**src/rtl/adc_cal_pkg.sv**
```systemverilog
`timescale 1ns/1ps
package adc_cal_pkg;

    typedef enum logic [2:0] {
        ST_IDLE,
        ST_OFS,
        ST_FS,
        ST_DIV,
        ST_FIN
    } cal_state_t;

    localparam logic [1:0] MUX_NORMAL = 2'b00;
    localparam logic [1:0] MUX_SHORT  = 2'b01;
    localparam logic [1:0] MUX_REF    = 2'b10;

endpackage

```
**src/rtl/cal_averager.sv**
```systemverilog
`timescale 1ns/1ps
module cal_averager #(
    parameter int DATA_W   = 24,
    parameter int AVG_LOG2 = 4
) (
    input  logic              clk,
    input  logic              rst_n,
    input  logic              clr_i,
    input  logic              valid_i,
    input  logic [DATA_W-1:0] data_i,
    output logic              done_o,
    output logic [DATA_W-1:0] avg_o
);
    localparam int ACC_W = DATA_W + AVG_LOG2;
    localparam int CNT_W = AVG_LOG2 + 1;
    localparam int NSAMP = 1 << AVG_LOG2;

    logic [ACC_W-1:0] acc_q;
    logic [CNT_W-1:0] cnt_q;
    logic             skip_q;
    logic             active_q;
    logic             done_q;
    logic [DATA_W-1:0] avg_q;

    logic [ACC_W-1:0]        ext_w;
    logic [ACC_W-1:0]        sum_w;
    logic signed [ACC_W-1:0] sum_s;
    logic [ACC_W-1:0]        shr_w;

    always_comb begin
        ext_w = {{AVG_LOG2{data_i[DATA_W-1]}}, data_i};
        sum_w = acc_q + ext_w;
        sum_s = $signed(sum_w);
        shr_w = sum_s >>> AVG_LOG2;
    end

    always_ff @(posedge clk or negedge rst_n) begin
        if (!rst_n) begin
            acc_q    <= '0;
            cnt_q    <= '0;
            skip_q   <= 1'b0;
            active_q <= 1'b0;
            done_q   <= 1'b0;
            avg_q    <= '0;
        end else if (clr_i) begin
            acc_q    <= '0;
            cnt_q    <= '0;
            skip_q   <= 1'b1;
            active_q <= 1'b1;
            done_q   <= 1'b0;
        end else begin
            done_q <= 1'b0;
            if (active_q && valid_i) begin
                if (skip_q) begin
                    skip_q <= 1'b0;
                end else begin
                    acc_q <= sum_w;
                    cnt_q <= cnt_q + CNT_W'(1);
                    if (cnt_q == CNT_W'(NSAMP - 1)) begin
                        active_q <= 1'b0;
                        done_q   <= 1'b1;
                        avg_q    <= shr_w[DATA_W-1:0];
                    end
                end
            end
        end
    end

    assign done_o = done_q;
    assign avg_o  = avg_q;

    // the sample count never passes the phase length
    p_count_bound_r4: assert property (@(posedge clk) disable iff (!rst_n)
        cnt_q <= CNT_W'(NSAMP));

    // once a phase has its average, further samples are not collected
    p_stop_after_done_r3: assert property (@(posedge clk) disable iff (!rst_n)
        (done_q && !clr_i) |=> $stable(acc_q));

endmodule

```
**src/rtl/cal_divider.sv**
```systemverilog
`timescale 1ns/1ps
module cal_divider #(
    parameter int NUM_W = 46,
    parameter int DEN_W = 25
) (
    input  logic             clk,
    input  logic             rst_n,
    input  logic             start_i,
    input  logic [NUM_W-1:0] num_i,
    input  logic [DEN_W-1:0] den_i,
    output logic             done_o,
    output logic [NUM_W-1:0] quot_o
);
    localparam int CNT_W = $clog2(NUM_W + 1);

    logic [DEN_W-1:0] rem_q;
    logic [DEN_W-1:0] den_q;
    logic [NUM_W-1:0] quo_q;
    logic [CNT_W-1:0] cnt_q;
    logic             done_q;

    logic [DEN_W:0] trial_w;
    logic [DEN_W:0] diff_w;
    logic           fits_w;

    always_comb begin
        trial_w = {rem_q, quo_q[NUM_W-1]};
        diff_w  = trial_w - {1'b0, den_q};
        fits_w  = (trial_w >= {1'b0, den_q});
    end

    always_ff @(posedge clk or negedge rst_n) begin
        if (!rst_n) begin
            rem_q  <= '0;
            den_q  <= '0;
            quo_q  <= '0;
            cnt_q  <= '0;
            done_q <= 1'b0;
        end else if (start_i) begin
            rem_q  <= '0;
            den_q  <= den_i;
            quo_q  <= num_i;
            cnt_q  <= CNT_W'(NUM_W);
            done_q <= 1'b0;
        end else if (cnt_q != '0) begin
            rem_q  <= fits_w ? diff_w[DEN_W-1:0] : trial_w[DEN_W-1:0];
            quo_q  <= {quo_q[NUM_W-2:0], fits_w};
            cnt_q  <= cnt_q - CNT_W'(1);
            done_q <= (cnt_q == CNT_W'(1));
        end else begin
            done_q <= 1'b0;
        end
    end

    assign done_o = done_q;
    assign quot_o = quo_q;

    // the partial remainder stays below the divisor while iterating
    p_rem_below_den_r7: assert property (@(posedge clk) disable iff (!rst_n)
        (cnt_q != '0) |-> (rem_q < den_q));

endmodule

```
**src/rtl/adc_selfcal_seq.sv**
```systemverilog
`timescale 1ns/1ps
module adc_selfcal_seq
    import adc_cal_pkg::*;
#(
    parameter int          DATA_W     = 24,
    parameter int          AVG_LOG2   = 4,
    parameter int          GAIN_W     = 3,
    parameter int          GAIN_SHIFT = 22,
    parameter int unsigned IDEAL_FS   = 32'h007F_FFFF
) (
    input  logic              clk,
    input  logic              rst_n,
    input  logic              start_i,
    input  logic              offset_only_i,
    input  logic [GAIN_W-1:0] pga_gain_i,
    input  logic              conv_valid_i,
    input  logic [DATA_W-1:0] conv_data_i,
    output logic [1:0]        mux_sel_o,
    output logic [GAIN_W-1:0] ref_scale_o,
    output logic              busy_o,
    output logic              done_o,
    output logic              ofs_load_o,
    output logic [DATA_W-1:0] ofs_coef_o,
    output logic              fs_load_o,
    output logic [DATA_W-1:0] fs_coef_o,
    output logic              fs_err_o
);
    localparam int DEN_W = DATA_W + 1;
    localparam int NUM_W = DATA_W + GAIN_SHIFT;
    localparam logic [NUM_W-1:0] FS_NUM = NUM_W'(IDEAL_FS) << GAIN_SHIFT;

    cal_state_t state_q, state_d;

    logic              oo_q;
    logic [GAIN_W-1:0] gain_q;
    logic              err_q;
    logic [DATA_W-1:0] ofs_q;
    logic [DATA_W-1:0] fs_q;

    logic              avg_clr;
    logic              avg_done;
    logic [DATA_W-1:0] avg_w;
    logic [DEN_W-1:0]  den_w;
    logic              den_ok;
    logic              div_start;
    logic              div_done;
    logic [NUM_W-1:0]  quot_w;
    logic [DATA_W-1:0] quot_sat;

    always_comb begin
        den_w     = {avg_w[DATA_W-1], avg_w} - {ofs_q[DATA_W-1], ofs_q};
        den_ok    = !den_w[DEN_W-1] && (den_w != '0);
        avg_clr   = ((state_q == ST_IDLE) && start_i) ||
                    ((state_q == ST_OFS) && avg_done && !oo_q);
        div_start = (state_q == ST_FS) && avg_done && den_ok;
        quot_sat  = (quot_w[NUM_W-1:DATA_W] != '0) ? {DATA_W{1'b1}}
                                                   : quot_w[DATA_W-1:0];
    end

    cal_averager #(
        .DATA_W  (DATA_W),
        .AVG_LOG2(AVG_LOG2)
    ) avg_i (
        .clk    (clk),
        .rst_n  (rst_n),
        .clr_i  (avg_clr),
        .valid_i(conv_valid_i),
        .data_i (conv_data_i),
        .done_o (avg_done),
        .avg_o  (avg_w)
    );

    cal_divider #(
        .NUM_W(NUM_W),
        .DEN_W(DEN_W)
    ) div_i (
        .clk    (clk),
        .rst_n  (rst_n),
        .start_i(div_start),
        .num_i  (FS_NUM),
        .den_i  (den_w),
        .done_o (div_done),
        .quot_o (quot_w)
    );

    // next-state logic
    always_comb begin
        state_d = state_q;
        unique case (state_q)
            ST_IDLE: if (start_i) state_d = ST_OFS;
            ST_OFS:  if (avg_done) state_d = oo_q ? ST_FIN : ST_FS;
            ST_FS:   if (avg_done) state_d = den_ok ? ST_DIV : ST_FIN;
            ST_DIV:  if (div_done) state_d = ST_FIN;
            ST_FIN:  state_d = ST_IDLE;
            default: state_d = ST_IDLE;
        endcase
    end

    // state and per-run registers
    always_ff @(posedge clk or negedge rst_n) begin
        if (!rst_n) begin
            state_q <= ST_IDLE;
            oo_q    <= 1'b0;
            gain_q  <= '0;
            err_q   <= 1'b0;
            ofs_q   <= '0;
            fs_q    <= '0;
        end else begin
            state_q <= state_d;
            if ((state_q == ST_IDLE) && start_i) begin
                oo_q   <= offset_only_i;
                gain_q <= pga_gain_i;
                err_q  <= 1'b0;
            end
            if ((state_q == ST_OFS) && avg_done) ofs_q <= avg_w;
            if ((state_q == ST_FS) && avg_done && !den_ok) err_q <= 1'b1;
            if ((state_q == ST_DIV) && div_done) fs_q <= quot_sat;
        end
    end

    // outputs decoded from state
    always_comb begin
        mux_sel_o   = MUX_NORMAL;
        ref_scale_o = '0;
        busy_o      = 1'b1;
        done_o      = 1'b0;
        ofs_load_o  = 1'b0;
        fs_load_o   = 1'b0;
        unique case (state_q)
            ST_IDLE: busy_o = 1'b0;
            ST_OFS:  mux_sel_o = MUX_SHORT;
            ST_FS: begin
                mux_sel_o   = MUX_REF;
                ref_scale_o = gain_q;
            end
            ST_DIV: ;
            ST_FIN: begin
                done_o     = 1'b1;
                ofs_load_o = 1'b1;
                fs_load_o  = !oo_q && !err_q;
            end
            default: busy_o = 1'b0;
        endcase
    end

    assign ofs_coef_o = ofs_q;
    assign fs_coef_o  = fs_q;
    assign fs_err_o   = err_q;

    // completion is a single-cycle pulse
    p_done_pulse_r9: assert property (@(posedge clk) disable iff (!rst_n)
        done_o |=> !done_o);

    // a coefficient load is only seen together with done
    p_load_with_done_r9: assert property (@(posedge clk) disable iff (!rst_n)
        fs_load_o |-> (done_o && ofs_load_o));

    // a start while busy does not abort the run
    p_start_ignored_r2: assert property (@(posedge clk) disable iff (!rst_n)
        (busy_o && !done_o && start_i) |=> busy_o);

    // a run always opens on the grounded input
    p_short_first_r5: assert property (@(posedge clk) disable iff (!rst_n)
        $rose(busy_o) |-> (mux_sel_o == MUX_SHORT));

    // the reference is never selected straight from normal operation
    p_ref_after_short_r5: assert property (@(posedge clk) disable iff (!rst_n)
        (mux_sel_o == MUX_REF) |-> ($past(mux_sel_o) != MUX_NORMAL));

    // a failed full-scale phase leaves the gain coefficient alone
    p_err_no_load_r8: assert property (@(posedge clk) disable iff (!rst_n)
        (done_o && fs_err_o) |-> (!fs_load_o && $stable(fs_coef_o)));

endmodule

```
**config.mk**
```make
export PLATFORM = sky130hd
export DESIGN_NAME = adc_selfcal_seq
export DESIGN_NICKNAME = d
export VERILOG_FILES = /design/src/rtl/adc_cal_pkg.sv /design/src/rtl/cal_averager.sv /design/src/rtl/cal_divider.sv /design/src/rtl/adc_selfcal_seq.sv
export SDC_FILE = /design/constraint.sdc
export NUM_CORES = 1
export LEC_CHECK = 0
export ABC_AREA = 1
export BUFFER_PORTS_ARGS = -buffer_cell sky130_fd_sc_hd__buf_4
export CAP_MARGIN = 20
export CORE_UTILIZATION = 60
export CTS_BUF_LIST = sky130_fd_sc_hd__clkbuf_16
export CTS_CLUSTER_SIZE = 16
export DETAILED_ROUTE_END_ITERATION = 16
export GPL_TIMING_DRIVEN = 0
export PLACE_DENSITY = 0.86
export SYNTH_ARGS = -nofsm -noshare
export SYNTH_HDL_FRONTEND = slang
export SYNTH_SLANG_ARGS = --single-unit
export TNS_END_PERCENT = 5
```
**constraint.sdc**
```tcl
create_clock -name clk -period 5.5 [get_ports clk]
set_input_delay 0.55 -clock clk [delete_from_list [all_inputs] [get_ports clk]]
set_output_delay 0.55 -clock clk [all_outputs]
set_load 0.02 [all_outputs]
```
==> results of run 1 <==
flip-flops by register name, summed over array words and instances, names as in the netlist, 3 cells and up:
| register | flops |
|---|---|
| avg_i.acc_q | 28 |
| div_i.den_q | 25 |
| state_q | 3 |
| div_i.rem_q | 25 |
| ofs_coef_o | 24 |
| avg_i.cnt_q | 5 |
| avg_i.avg_o | 24 |
| gain_q | 3 |
| div_i.quot_o | 46 |
| div_i.cnt_q | 6 |
| fs_coef_o | 24 |
through the flow:
stage / std cells / power [mW] / hold slack, ns / utilization / worst slack [ns]
6_report: 2348 / 7.055 / 0.03537 / 0.6955 / 2.059
5_1_grt: 2348 / 7.580 / 0.1069 / 0.6955 / 1.888
4_1_cts: 2348 / 7.040 / 0.07758 / 0.6955 / 2.133
3_5_place_dp: 2304 / 5.424 / 0.4729 / 0.6606 / 2.170
3_3_place_gp: 2303 / 5.316 / 0.4525 / 0.6590 / 2.180
2_1_floorplan: 1929 / 4.577 / 0.2544 / - / 2.820
power breakdown:
| group | internal (mW) | switching [mW] | leakage [nW] | total [mW] |
|---|---|---|---|---|
| Sequential | 2.01 | 0.278 | 2.88 | 2.29 |
| Combinational | 1.18 | 1.99 | 5.30 | 3.18 |
| Clock | 0.927 | 0.665 | 0.393 | 1.59 |
path summary, 6_finish.rpt:
path                              endpoint  slack, ns  cells past startpoint
max                         div_i.rem_q[8]       2.06                     15
max in group asynchronous        gain_q[2]       4.42                      2
min reg2reg                div_i.den_q[24]       0.48                      2
min in group clk                      oo_q       0.25                      3
min                         div_i.rem_q[3]       0.04                      1
max reg2reg                 div_i.rem_q[8]       2.06                     15
cell usage after synthesis, drive strengths merged:
cell type	number	area (um2)
a21boi	2	15.01
a21o	10	75.07
a21oi	69	352.8
a221oi	1	8.760
a22o	3	26.28
a31oi	8	50.05
a32o	1	10.01
and2	2	12.51
and3	2	12.51
buf	31	297.8
clkbuf	31	116.4
dfrtp	219	5480
fa	3	60.06
ha	81	1013
inv	252	945.9
nand2	615	2318
nand2b	1	6.260
nand3	190	963.4
nand3b	7	52.55
nand4	19	118.9
nor2	135	519.3
nor3	13	70.07
nor4	5	31.28
o211a	1	10.01
o211ai	2	15.01
o21a	1	7.510
o21ai	158	798.3
o21bai	11	82.58
o22ai	2	12.51
or2	6	37.54
xnor2	27	236.5
xor2	21	183.9
cell families (layout without fill, tap and decap cells):
group	Yosys count	count (layout)	synth area share
AO/OA/AOI/OAI	269	269	0.1050
flip-flops	219	219	0.3931
buffers and inverters	314	448	0.09756
adder cells (fa/ha/maj)	84	84	0.07701
XOR/XNOR	48	48	0.03016
AND/OR/NAND/NOR	995	995	0.2972
layer usage:
layer | track usage | wire length, um | vias up
li1 | - | - | 6435
met1 | 0.3724 | 14620 | 6022
met2 | 0.5410 | 17300 | 358
met3 | 0.03306 | 1653 | 98
met4 | 0.1155 | 1372 | 0
met5 | 0 | 0 | -
worst register-to-register path: cells and delay by family, from the launching register on:
family                   cells  cell delay (ns)
buffers and inverters        4             0.59
AO/OA/AOI/OAI                3             0.68
flip-flops                   1             0.48
AND/OR/NAND/NOR              6             0.95
adder cells (fa/ha/maj)      2             0.69
cell type report:
| class | instances | area, um2 |
|---|---|---|
| Clock buffer | 25 | 625.6 |
| Tap cell | 285 | 356.6 |
| Multi-Input combinational cell | 1396 | 7101 |
| Timing Repair Buffer | 90 | 703.2 |
| Inverter | 252 | 945.9 |
| Clock inverter | 19 | 167.7 |
| Fill cell | 1822 | 6915 |
| Buffer | 62 | 414.1 |
| Sequential cell | 219 | 5480 |
==> impl_metrics.toml, run 1 <==
[worst_setup_path]
critPathKind = "reg2reg"
cp_max_fo = 10
max_stage_delay_ns = 0.48
cp-startpoint = "div_i.quot_o[45]"
path_cells = "inv_1 > ha_1 > fa_1 > o21ai_2 > nand2_1 > nand2_1 > inv_1 > o21ai_2 > nand3_1 > nand3_1 > inv_2 > clkbuf_1 > o21ai_0 > nand3_1 > nand2_1"
critPathLaunchType = "register"
rr_startpoint = "div_i.quot_o[45]"
cp-end-kind = "register"
critPathTopFamily = "simple AND/OR/NAND/NOR gates"
critPathArrivalTime_ns = 3.88
crit_buf_inv = 4
crit_required_ns = 5.94
cpMaxStageDelayCell = "dfrtp_1"

[sta]
drv_slew = 0
fmax_mhz = 290.6
slew_headroom = 0.5187
skew_ns = 0.01299
worst_slew_pin_slew_ns = 0.7220
post-route-period-util = 0.6256
rsz0062_at_grt = "false"
layout_min_cycle_time_ns = 3.441
fin_tns_setup_ns = 0
finalSetupViolCount = 0
hold_viol_final = 0

[cts]
cts_sinks = 219
cts.clk_slew.worst_paths_ns = 0.06
cts_buffer_depth = 3
postCtsSetupBuffers = 0
cts_buffers = 24
cts_tree = "built"
post_cts_resized = 0
clock_latency_ns = 0.51
cts_max_level = 1
cts_hold_buf = 0
root_buffer = "clkbuf_16"

[synth]
yosys_warnings = 0
avgSynthCellArea_um2 = 7.227
seq_area_frac_synth = 0.3931
ys_types = 44
synth-seq-cells = 219
netlist_area_um2 = 13940
syn_nets = 2045
syn-instance-count = 1929

[final_layout]
area_growth_syn_to_layout_pct = 13.29
design_area_um2 = 15790
final_cell_mix = "611 x nand2_1, 251 x inv_1, 219 x dfrtp_1"
layout_commonest_cell = "nand2_1"
n_antenna_cell = 0
drive_gt1_frac = 0.08968
nets = 2161

[power]
ir_worst_vdd_uv = 318.7
power_density_nw_per_um2 = 446.7
p_leak_nw = 8.571

[place]
gp_congestion = 0.9263
place.port_buffers = 89
hpwl_mm = 26.70
dpl_cell_area_um2 = 15000

[die]
core_um2 = 22710
die_y_um = 154.4
start_util = 0.6139
pin_count = 90
dieArea_um2 = 23850
rows = 55
dieWidth_um = 154.4

[global_routing]
grt_pass1_vias = 12640
grt_pass1_wl_mm = 58.59
grt_usage = 0.3013
grt_max_degree = 128
grt_overflow_total = 0
antenna_found_initial = 0

[hold_path]
hold_class = "in2async"

[route]
viasPerCell = 5.500
wl_per_cell_um = 14.88
via_count = 12910
ant_nets = 0
drc = 0
dr.pass1.iters = 5
drt_iter0_markers = 838
routed_wl_mm = 34.95

[run]
drv_cap = 0

[run_status]
status = "completed"
Note: power is estimated with default switching activity, not from simulation.
==> inputs of run 2 (changes only) <==
--- a/config.mk
+++ b/config.mk
@@ -5,15 +5,15 @@
 export SDC_FILE = /design/constraint.sdc
 export NUM_CORES = 1
 export LEC_CHECK = 0
-export ABC_AREA = 1
+export ABC_AREA = 0
 export BUFFER_PORTS_ARGS = -buffer_cell sky130_fd_sc_hd__buf_4
 export CAP_MARGIN = 20
-export CORE_UTILIZATION = 60
+export CORE_UTILIZATION = 55
 export CTS_BUF_LIST = sky130_fd_sc_hd__clkbuf_16
 export CTS_CLUSTER_SIZE = 16
 export DETAILED_ROUTE_END_ITERATION = 16
 export GPL_TIMING_DRIVEN = 0
-export PLACE_DENSITY = 0.86
+export PLACE_DENSITY = 0.84
 export SYNTH_ARGS = -nofsm -noshare
 export SYNTH_HDL_FRONTEND = slang
 export SYNTH_SLANG_ARGS = --single-unit
==> constraint.sdc (replaced) <==
create_clock -name clk -period 3.13 [get_ports clk]
set_input_delay 0.313 -clock clk [delete_from_list [all_inputs] [get_ports clk]]
set_output_delay 0.313 -clock clk [all_outputs]
set_load 0.02 [all_outputs]
==> impl_metrics.toml, run 2 <==
[sta]
rsz0062_at_grt = "true"
finalWorstSetupSlack_ns = -0.4877
fmax_mhz = 276.4
skew_ns = 0.02304
drv_slew = 0
worst_slew_pin_slew_ns = 0.9132
post-route-period-util = 1.156
finalSetupViolCount = 110
slew_headroom = 0.3912
hold_viol_final = 0
layout_min_cycle_time_ns = 3.618

[die]
rows = 55
dieWidth_um = 155.2
die_y_um = 155.2
start_util = 0.5651
pin_count = 90
core_um2 = 22850
dieArea_um2 = 24090

[place]
dpl_cell_area_um2 = 14010
gp_congestion = 0.9205
pre_cts_ws_ns = -0.9498
place.port_buffers = 89
hpwl_mm = 23.80

[route]
routed_wl_mm = 33.97
dr.pass1.iters = 6
drt_iter0_markers = 1059
top_layer = "met4"
viasPerCell = 5.908
met3_wirelength_mm = 2.035
drc = 0
met1_length_mm = 13.48
wl_per_cell_um = 17.59
ant_nets = 0
via_count = 11410
dr_wl_met2_mm = 17.27

[run_status]
status = "complete, but fails checks"
violations = "negative setup slack"

[worst_setup_path]
critPathLaunchType = "register"
critPathKind = "reg2reg"
crit_required_ns = 3.55
cp-end-kind = "register"
critPathArrivalTime_ns = 4.04
cp_max_fo = 10

[power]
ir_worst_vdd_uv = 575.6
power_density_nw_per_um2 = 1107
p_leak_nw = 7.193

[final_layout]
nets = 1716
drive_gt1_frac = 0.1619
area_growth_syn_to_layout_pct = 18.53
largest_reg_flops = 46
design_area_um2 = 15300
layout_commonest_cell = "nand2_1"
n_antenna_cell = 0
utilization = 0.6698
final_cell_mix = "282 x nand2_1, 218 x dfrtp_1, 106 x a21oi_1, 106 x buf_4, 88 x nor2_1"

[cts]
cts_buffers = 24
cts_max_level = 1
root_buffer = "clkbuf_16"
cts_tree = "built"
clock_latency_ns = 0.53
cts.clk_slew.worst_paths_ns = 0.06
cts_buffer_depth = 3
cts_sinks = 219

[synth]
synth_edf_count = 0
synth_top_cells_by_count = "283 x nand2_1, 219 x dfrtp_1, 119 x a21oi_1"
avgSynthCellArea_um2 = 8.813
synth-seq-cells = 219
synth_flop_cell = "dfrtp_1"
seq_area_frac_synth = 0.4245
synth_top_area_cell = "dfrtp_1"
yosys_warnings = 0
async_reset_ff_frac = 1.000
synth_most_common_cell = "nand2_1"
netlist_area_um2 = 12910
synth_area_leaders = "dfrtp_1 42%, nand2_1 8.2%, ha_1 7.8%, a21oi_1 4.6%, o21ai_0 2.9%"
syn-instance-count = 1465
ys_types = 73
synth_top_area_frac = 0.4245
syn_nets = 1581

[global_routing]
grt_usage = 0.2815
grt_overflow_total = 0
grt_pass1_wl_mm = 54.82
antenna_found_initial = 0
grt_pass1_vias = 11300
grt_max_degree = 114

[hold_path]
hold_class = "in2reg"

[run]
drv_cap = 0
[run 2: cell types whose count changed in the layout (fill, tap and decap cells not counted), moves of 13 or more]
cell and change:
nor2_1 -42, o21ai_0 -58, xnor2_1 +13, nand3_1 -149, o21a_1 +13, buf_4 +16, o22a_1 +25, mux2_2 +14
inv_1 -169, a21oi_1 +39, a21oi_2 +13, nand2_1 -329, buf_6 -15
[run 2: final cells by class]
class / count / area, um2
Clock inverter: 20 / 160.2
Buffer: 64 / 332.8
Timing Repair Buffer: 110 / 890.9
Sequential cell: 219 / 5482
Clock buffer: 24 / 600.6
Inverter: 79 / 296.5
Multi-Input combinational cell: 1102 / 7149
Fill cell: 1737 / 7543
Tap cell: 313 / 391.6
[run 2: through the flow]
step	hold WS (ns)	TNS (ns)	total power, mW	instances
finish	0.1167	-41.36	16.94	1931
global route	0.1416	-56.11	18.10	1931
CTS	0.1083	-38.77	16.07	1924
detailed placement	0.4349	-73.30	12.88	1868
global placement	0.4539	-65.26	12.53	1867
floorplan	0.01741	0	10.86	1465
[run 2: kinds of logic (layout without fill, tap and decap cells)]
group | count (synthesis) | after routing | share of synthesized area
adders and majority gates | 84 | 84 | 0.08315
and+or+nand+nor | 538 | 538 | 0.1848
DFF | 219 | 219 | 0.4245
buffers and inverters | 144 | 297 | 0.04506
xor gates and xnor gates | 67 | 67 | 0.04545
AOI/OAI and AO/OA | 389 | 389 | 0.1971
muxes | 24 | 24 | 0.01996
[run 2: path summary, 6_finish.rpt]
check | start | slack, ns | depth (start not counted) | to
setup / recovery | avg_i.avg_o[0] | -0.49 | 15 | div_i.rem_q[8]
hold / removal | conv_valid_i | 0.12 | 3 | avg_i.skip_q
setup reg to reg | avg_i.avg_o[0] | -0.49 | 15 | div_i.rem_q[8]
hold reg to reg | gain_q[2] | 0.48 | 2 | gain_q[2]
max in group asynchronous | rst_n | 1.71 | 3 | ofs_coef_o[0]
min in group asynchronous | rst_n | 0.41 | 2 | div_i.rem_q[8]
[run 2: where the power goes]
part	switching, mW	internal [mW]
clock network	1.17	1.57
registers	0.631	3.64
logic	5.69	4.24
[run 2: layer usage]
layer,up-vias,track usage
met3,100,0.03900
met4,0,0.1158
met5,-,0
met1,5529,0.3396
met2,383,0.5056
li1,5396,-
[run 2: worst max-delay path, stage by stage, from the launching register on]
cell and delay, ns:
dfrtp_1 0.39, inv_2 0.11, ha_4 0.16, inv_2 0.04, fa_2 0.37, xnor2_1 0.31, nand3b_1 0.15, a2111oi_2 0.36
nor4b_4 0.28, nand4_1 0.20, nor4_4 0.21, nand3_2 0.18, o21a_1 0.25, buf_6 0.15, buf_8 0.15, a211oi_4 0.21
[run 2: timing repair]
item                       CTS  global route
hold buffers                 5             0
buffers inserted             6             8
setup endpoints to repair  114           117
cloned                       1             0
pin swaps                   13            20
gates resized for setup     42            50
hold endpoints to repair   110             0
